`src/rtl/lru_age_pkg.sv`:
```
package lru_age_pkg;

    localparam int unsigned DEF_FRAMES = 8;
    localparam int unsigned DEF_AGE_W  = 8;

    // Per-frame control presented by the top to each frame unit
    typedef struct packed {
        logic hit;    // frame referenced this cycle
        logic tick;   // interval pulse
        logic wipe;   // restart this frame's history
    } frame_ctl_t;

    // What a frame does with its counter at the next edge
    typedef enum logic [1:0] {
        ACT_HOLD = 2'd0,
        ACT_AGE  = 2'd1,
        ACT_WIPE = 2'd2
    } age_act_t;

    function automatic age_act_t pick_action(frame_ctl_t c);
        if (c.wipe)      return ACT_WIPE;
        else if (c.tick) return ACT_AGE;
        else             return ACT_HOLD;
    endfunction

endpackage

```
`src/rtl/age_frame.sv`:
```
module age_frame
    import lru_age_pkg::*;
#(
    parameter int unsigned AGE_W = DEF_AGE_W
) (
    input  logic             clk,
    input  logic             rst,
    input  frame_ctl_t       ctl,
    output logic [AGE_W-1:0] age,
    output logic             touched
);

    age_act_t act;

    always_comb act = pick_action(ctl);

    always_ff @(posedge clk) begin
        if (rst) begin
            age     <= '0;
            touched <= 1'b0;
        end else begin
            unique case (act)
                ACT_WIPE: begin
                    age     <= '0;
                    touched <= 1'b0;
                end
                ACT_AGE: begin
                    age     <= {touched, age[AGE_W-1:1]};
                    touched <= ctl.hit;
                end
                default: begin
                    touched <= touched | ctl.hit;
                end
            endcase
        end
    end

    // pulse shifts right and loads the flag on top
    a_r3_shift: assert property (@(posedge clk) disable iff (rst)
        (ctl.tick && !ctl.wipe) |=> (age == {$past(touched), $past(age[AGE_W-1:1])}));

    // a reference raises the flag
    a_r2_ref_sets: assert property (@(posedge clk) disable iff (rst)
        (ctl.hit && !ctl.wipe) |=> touched);

    // flags drop after a pulse without a new reference
    a_r4_flag_drops: assert property (@(posedge clk) disable iff (rst)
        (ctl.tick && !ctl.hit && !ctl.wipe) |=> !touched);

    // same-cycle reference survives the pulse, top bit from old flag
    a_r7_ref_held: assert property (@(posedge clk) disable iff (rst)
        (ctl.tick && ctl.hit && !ctl.wipe && !touched) |=> (touched && !age[AGE_W-1]));

    // wipe wins
    a_r8_wipe: assert property (@(posedge clk) disable iff (rst)
        ctl.wipe |=> (age == '0 && !touched));

    // Counters only move on a pulse or wipe
    a_r3_stable: assert property (@(posedge clk) disable iff (rst)
        (!ctl.tick && !ctl.wipe) |=> $stable(age));

endmodule

```
`src/rtl/victim_search.sv`:
```
module victim_search #(
    parameter int unsigned N_FRAMES = 8,
    parameter int unsigned AGE_W    = 8,
    localparam int unsigned IDX_W   = (N_FRAMES > 1) ? $clog2(N_FRAMES) : 1
) (
    input  logic [N_FRAMES-1:0][AGE_W-1:0] ages,
    output logic [IDX_W-1:0]               best_idx,
    output logic [AGE_W-1:0]               best_age
);

    // Linear scan with strict less-than keeps the lowest index on ties
    always_comb begin
        best_idx = '0;
        best_age = ages[0];
        for (int i = 1; i < N_FRAMES; i++) begin
            if (ages[i] < best_age) begin
                best_idx = IDX_W'(i);
                best_age = ages[i];
            end
        end
    end

    always_comb begin
        for (int i = 0; i < N_FRAMES; i++) begin
            // nothing is smaller than the chosen value
            a_r5_is_min: assert (ages[i] >= best_age);
            // no lower index carries the same value
            if (IDX_W'(i) < best_idx) begin
                a_r6_lowest_idx: assert (ages[i] != best_age);
            end
        end
    end

endmodule

```
`src/rtl/aging_lru.sv`:
```
module aging_lru
    import lru_age_pkg::*;
#(
    parameter int unsigned NUM_FRAMES = DEF_FRAMES,
    parameter int unsigned AGE_W      = DEF_AGE_W,
    localparam int unsigned IDX_W     = (NUM_FRAMES > 1) ? $clog2(NUM_FRAMES) : 1
) (
    input  logic             clk,
    input  logic             rst,
    input  logic             ref_valid,
    input  logic [IDX_W-1:0] ref_frame,
    input  logic             tick,
    input  logic             clr_valid,
    input  logic [IDX_W-1:0] clr_frame,
    input  logic             victim_req,
    output logic             victim_valid,
    output logic [IDX_W-1:0] victim_frame,
    output logic [AGE_W-1:0] victim_age
);

    logic [NUM_FRAMES-1:0][AGE_W-1:0] ages;
    logic [NUM_FRAMES-1:0]            flags;
    frame_ctl_t                       ctl [NUM_FRAMES];
    logic [IDX_W-1:0]                 pick_idx;
    logic [AGE_W-1:0]                 pick_age;

    for (genvar g = 0; g < NUM_FRAMES; g++) begin : g_frame
        always_comb begin
            ctl[g].hit  = ref_valid && (ref_frame == IDX_W'(g));
            ctl[g].tick = tick;
            ctl[g].wipe = clr_valid && (clr_frame == IDX_W'(g));
        end

        age_frame #(.AGE_W(AGE_W)) u_frame (
            .clk     (clk),
            .rst     (rst),
            .ctl     (ctl[g]),
            .age     (ages[g]),
            .touched (flags[g])
        );
    end

    victim_search #(.N_FRAMES(NUM_FRAMES), .AGE_W(AGE_W)) u_search (
        .ages     (ages),
        .best_idx (pick_idx),
        .best_age (pick_age)
    );

    always_ff @(posedge clk) begin
        if (rst) begin
            victim_valid <= 1'b0;
            victim_frame <= '0;
            victim_age   <= '0;
        end else begin
            victim_valid <= victim_req;
            if (victim_req) begin
                victim_frame <= pick_idx;
                victim_age   <= pick_age;
            end
        end
    end

    // one-cycle result after each request
    a_r9_valid_after_req: assert property (@(posedge clk) disable iff (rst)
        victim_req |=> victim_valid);

    a_r9_no_spurious: assert property (@(posedge clk) disable iff (rst)
        !victim_req |=> !victim_valid);

    // flags are clear right after reset
    a_r1_flags_clear: assert property (@(posedge clk)
        $past(rst) |-> (flags == '0 && !victim_valid));

endmodule

```
`config.mk`:
```
export PLATFORM = sky130hd
export DESIGN_NAME = aging_lru
export DESIGN_NICKNAME = d
export VERILOG_FILES = /design/src/rtl/lru_age_pkg.sv /design/src/rtl/age_frame.sv /design/src/rtl/victim_search.sv /design/src/rtl/aging_lru.sv
export SDC_FILE = /design/constraint.sdc
export NUM_CORES = 1
export LEC_CHECK = 0
export ABC_CLOCK_PERIOD_IN_PS = 33800
export BUFFER_PORTS_ARGS = -buffer_cell sky130_fd_sc_hd__buf_2
export CORE_MARGIN = 5
export CORE_UTILIZATION = 58
export DETAILED_ROUTE_END_ITERATION = 12
export PLACE_DENSITY = 0.79
export RECOVER_POWER = 25
export SLEW_MARGIN = 20
export SYNTH_ARGS = -nofsm -noshare
export SYNTH_HDL_FRONTEND = slang
export SYNTH_SLANG_ARGS = --single-unit
```
`constraint.sdc`:
```
create_clock -name clk -period 33.8 [get_ports clk]
set_clock_uncertainty 0.05 [all_clocks]
set_input_delay 6.76 -clock clk [delete_from_list [all_inputs] [get_ports clk]]
set_output_delay 6.76 -clock clk [all_outputs]
set_load 0.02 [all_outputs]
```
Word-level counts from Yosys, hierarchy flattened
Cells that the tools add are included.
{"block": "classes", "muxes": 39, "n_eq_ne": 30, "bitwise_logic": 8, "n_lt_le_gt_ge": 7, "n_reduce_logical": 26}
{"operator": "$pmux 8 s2", "count": 8}
{"operator": "$lt 8x8->1", "count": 7}
{"operator": "$mux 8", "count": 7}
{"operator": "$eq 3x3->1 const B", "count": 8}
{"operator": "$mux 2", "count": 10}
{"operator": "$eq 2x1->1 const B", "count": 8}
{"operator": "$eq 2x2->1 const B", "count": 8}
{"operator": "$logic_and 1x1->1", "count": 16}
{"operator": "$pmux 1 s2", "count": 8}
{"operator": "$reduce_bool 2->1", "count": 8}
{"operator": "$eq 3x2->1 const B", "count": 4}
{"operator": "$mux 3", "count": 4}
{"operator": "$or 1x1->1", "count": 8}
{"operator": "$eq 3x1->1 const B", "count": 2}
{"operator": "$logic_not 3->1", "count": 2}
{"operator": "$mux 1", "count": 2}
{"block": "word_totals", "register_bits": 84, "out_inout_bits": 12, "wordCells": 129}

Depth between registers and ports, before layout
{"block": "logic_depth", "depth_word": 14, "mapped_depth": 67, "ltp_nobuf": 61}

Modules after synthesis
Synthesis repeated with hierarchy kept, for this count alone.
{"block": "hier_totals", "hier_cells": 661, "area_unflattened_um2": 5490.3}
{"mod": "age_frame", "instances": 8, "area_each_um2": 325.3, "seq_area_each_um2": 180.2, "cells_per_inst": 31}
{"mod": "victim_search", "instances": 1, "area_each_um2": 2356.0, "seq_area_each_um2": 0.0, "cells_per_inst": 350}
{"mod": "aging_lru", "instances": 1, "area_each_um2": 531.8, "seq_area_each_um2": 240.2, "cells_per_inst": 63}

Worst setup path after synthesis
No wires, ideal clock.
{"block": "synth_timing", "path_kind": "register to register", "from": "register g_frame[0].u_frame.age[1]", "to": "register victim_age[1]", "setup_ns": 0.091, "path_stages_with_launch": 63, "n_path_buf": 6, "period_less_slack_ns": 12.409, "t_arrival_ns": 12.268, "slack_ns": 21.391, "required_ns": 33.659, "cell_sequence": "dfxtp_1 -> inv_1 -> ha_1 -> a2111o_1 -> a221oi_4 -> clkbuf_1 -> mux2i_1 -> ha_1 -> a21oi_1 -> o221ai_1 -> a31oi_1 -> mux2i_1 -> a41oi_4 -> inv_1 -> clkbuf_1 -> a21oi_1 -> inv_1 -> ha_1 -> (+27 left out) -> inv_1 -> ha_1 -> a21o_1 -> a21o_1 -> a211oi_1 -> o21a_1 -> buf_4 -> mux2i_1 -> ha_1 -> a21o_1 -> a21o_1 -> a21oi_1 -> nand2_1 -> or4_1 -> nand4_2 -> buf_6 -> nand2_1 -> a311oi_1"}
{"block": "synth_via", "elab_chain_cells": 14}
{"element": "from (decl)", "line": "age_frame.sv:9", "text": "output logic [AGE_W-1:0] age,"}
{"element": "from (signal assigned)", "line": "age_frame.sv:28", "text": "age <= {touched, age[AGE_W-1:1]};"}
{"element": "$lt 8x8->1", "line": "victim_search.sv:16", "text": "if (ages[i] < best_age) begin"}
{"element": "$mux 8 (*)", "line": "victim_search.sv:16"}
{"element": "$lt 8x8->1", "line": "victim_search.sv:16"}
{"element": "$mux 8 (*)", "line": "victim_search.sv:16"}
{"element": "$lt 8x8->1", "line": "victim_search.sv:16"}
{"element": "$mux 8 (*)", "line": "victim_search.sv:16"}
{"element": "$lt 8x8->1", "line": "victim_search.sv:16"}
{"element": "$mux 8 (*)", "line": "victim_search.sv:16"}
{"element": "$lt 8x8->1", "line": "victim_search.sv:16"}
{"element": "$mux 8 (*)", "line": "victim_search.sv:16"}
{"element": "$lt 8x8->1", "line": "victim_search.sv:16"}
{"element": "$mux 8 (*)", "line": "victim_search.sv:16"}
{"element": "$lt 8x8->1", "line": "victim_search.sv:16"}
{"element": "$mux 8 (*)", "line": "victim_search.sv:16"}
{"element": "to (signal assigned)", "line": "aging_lru.sv:58", "text": "victim_age <= pick_age;"}
{"element": "to (decl)", "line": "aging_lru.sv:18", "text": "output logic [AGE_W-1:0] victim_age"}
Mark *: on every way between the ends. The rest lies on a longest branch, timed or not.
A chain may end at the register's enable or synchronous reset.

Worst setup path after layout
{"block": "layout_timing", "from": "register g_frame[0].u_frame.age[1]", "to": "register victim_age[7]"}
The elaborated chain is that of the path after synthesis.

==> out/results.ini <==
[cts]
clock_sinks = 84
cts_hold_buf = 0
h-tree-depth = 3
cts_root_buffer = clkbuf_8
clk_pin_slew_ps = 90
cts_setup_buffers = 0
cts_tree = yes
clock_latency_ps = 360
numCtsBuffers = 9
post_cts_resized = 0
cts_buffer_depth = 2

[power_and_ir_drop]
power_frac_seq = 0.471
switching_share = 0.276
clockPowerShare = 0.361
ir_worst_vdd_v = 0.0000214
p_int_mw = 0.156
p_per_area_mw_per_mm2 = 38.4
p_switching_mw = 0.0595
leakage_nw = 2.37
p_comb_frac = 0.168

[critical_path]
critPathMaxStageDelay_ps = 780
worst_setup_path_end_kind = flip-flop
critPathTopFamily = compound AO/OA/AOI/OAI gates
crit_arrival_ps = 14120
regToRegEndpoint = victim_age[7]
required_ps = 34020
crit_buf_inv = 5
crit_fanout = 16
critical_path.most_common_cell = ha_1
r2r-start = g_frame[0].u_frame.age[1]
crit_slowest_cell = a221oi_4
rr_worst_depth = 54
crit_type = flip-flop to flip-flop
r2r_slack_ps = 19900
start_kind = flip-flop

[route]
wl_per_cell_microns = 16.0
drt_first_pass_iters = 5
vias_per_cell = 5.93
ant_nets = 0
vias = 4317
totalWireLength_microns = 11700
drc = 0
drt_iter0_drc = 315

[placement]
port-buffer-count = 23
routabilityCongestion = 0.897
place_hpwl_microns = 8490

[cells_and_area]
drive_above_1_share = 0.0968
antenna_cells = 0
area_delta_synth_final_pct = 6.27
final_nets = 667
final_util = 0.638

[die]
row_count = 34
die_h_microns = 105
initial_core_util = 0.600
coreArea_sq_mm = 0.00881
die-area_sq_mm = 0.0111
ios = 24
die_x_microns = 105

[global_route]
grt_use_total = 0.215
grt_max_degree = 66
grt_first_pass_wirelength_microns = 19900
grt_pass1_vias = 4123
overflow = 0
grt_antenna_before_repair = 0

[yosys]
synthTopCellsByArea = dfxtp_1 (32%), mux2i_1 (17%), ha_1 (9.5%)
ys.flop_type = dfxtp_1
avgSynthCellArea_sq_um = 8.71
async_flop_share = 0
synth_nets = 659
synth_edf_count = 0
yosysWarningCount = 0
ys_seq_area_frac = 0.318
synth_top_area_frac = 0.318
synth_cell_types = 62
syn_inst = 607
syn_area_sq_mm = 0.00529
synth_top_cell_by_area = dfxtp_1
ys_ff_latch = 84

[timing]
worst_pin_slew_ps = 4470
tns_ps = 0
final.min_clock_period_ps = 13900
max-slew-margin-rel = -1.98
setup_violations = 0
rsz0062_at_grt = no
fmax_ghz = 0.0719
hold_viol = 0
post-route-period-util = 0.411
final_max_slew_viol_count = 66

[worst_hold_path]
min_path_cells = 2
hp-class = flip-flop to flip-flop
hold_end = g_frame[7].u_frame.touched
hp-start = g_frame[7].u_frame.touched

[run_status]
violations = capacitance limit, slew limit
status = finished with violations

[job]
drv_cap = 1

-- how the worst max path moves through the flow --
stage                                    startpoint            end  slack, ps  depth (start not counted)
after floorplan           g_frame[0].u_frame.age[1]  victim_age[1]      21390                         62
after global placement    g_frame[0].u_frame.age[1]  victim_age[6]      20550                         54
after detailed placement  g_frame[0].u_frame.age[1]  victim_age[6]      20210                         54
after CTS                 g_frame[0].u_frame.age[1]  victim_age[6]      20040                         54
after global routing      g_frame[0].u_frame.age[1]  victim_age[7]      18760                         56
final                     g_frame[0].u_frame.age[1]  victim_age[7]      19900                         54
-- synthesized netlist by cell type, drive strengths merged (3+ instances only) --
master	n
mux2	15
a32oi	5
o21a	4
ha	40
nor2	116
nor3	4
a21o	11
or3b	3
buf	8
o311ai	3
a211oi	6
xnor2	3
nand2	24
clkbuf	18
inv	46
nand2b	6
nand4	8
maj3	3
o21ai	13
a31o	4
o22ai	3
mux2i	88
o211ai	3
nor2b	5
dfxtp	84
nand3b	4
a21oi	22
a31oi	3
or2	11
a41o	3
a22oi	4
nand3	5
a311oi	6
-- per-stage QoR --
stage / hold WS [ps] / power [mW] / instances / setup WS (ps) / cell area [sq um]
after floorplan: 395 / 0.133 / 607 / 21390 / 5290
after global placement: 421 / 0.138 / 712 / 20550 / 5430
after detailed placement: 429 / 0.139 / 712 / 20210 / 5430
after CTS: 443 / 0.216 / 728 / 20040 / 5640
after global routing: 469 / 0.225 / 728 / 18760 / 5620
final: 441 / 0.216 / 728 / 19900 / 5620
-- cells by family after synthesis --
kind of cell,Yosys count,synth area share
buffers and inverters,72,0.0535
flip-flops,84,0.318
adder cells (fa/ha/maj),43,0.100
AO/OA/AOI/OAI,107,0.155
multiplexers,103,0.200
XOR/XNOR,3,0.00497
AND/OR/NAND/NOR,195,0.169
-- state kept, by name, summed over array words and instances, names as in the netlist --
| name | flops |
|---|---|
| victim_frame | 3 |
| g_frame.u_frame.touched | 8 |
| g_frame.u_frame.age | 64 |
| victim_valid | 1 |
| victim_age | 8 |
-- final cells by class --
class	count	area, sq um
clock buffers	12	135
well taps	108	135
flip-flops and latches	84	1680
fillers	740	3190
inverters	46	173
multi-input cells	451	3320
repair buffers	23	97.6
clock inverters	4	73.8
-- worst register-to-register path: cells and delay by family (launching register included) --
family | cells | cell delay (ps)
AO/OA/AOI/OAI | 25 | 6700
adder cells (fa/ha/maj) | 7 | 1990
buffers and inverters | 5 | 580
flip-flops | 1 | 410
multiplexers | 5 | 1520
AND/OR/NAND/NOR | 12 | 2520
-- cells in the final DEF (no fill, tap or decap), types with 3 or more instances in the layout --
cell and instances:
ha_1 40, a21o_1 11, clkbuf_1 17, a41o_1 3
or3b_2 3, a21oi_1 22, o22ai_1 3, maj3_1 3
a32oi_1 5, mux2i_1 88, a211oi_1 5, nand3b_1 4
a31o_2 4, nand2_1 24, nand3_1 5, clkbuf_8 9
xnor2_1 3, a31oi_1 3, or2_2 11, o21ai_0 13
o311ai_0 3, nand4_1 7, buf_2 9, a22oi_1 4
o21a_1 3, mux2_2 12, dfxtp_1 84, a311oi_1 6
inv_1 46, nor2b_1 5, nand2b_1 6, nor3_1 4
nor2_1 116
-- layer usage --
layer,track usage,share of wire,vias to the layer above
li1,-,-,2164
met1,0.312,0.50,2026
met2,0.330,0.44,109
met3,0.0373,0.048,18
met4,0.0572,0.013,0
met5,0,0,-
-- power groups by stage --
stage | clock network (mW) | registers [mW] | logic [mW]
finish | 0.0780 | 0.102 | 0.0363
global route | 0.0837 | 0.102 | 0.0398
CTS | 0.0795 | 0.102 | 0.0353
detailed placement | 0 | 0.104 | 0.0351
global placement | 0 | 0.104 | 0.0342
floorplan | 0 | 0.105 | 0.0272
Note: power is estimated with default switching activity, not from simulation.
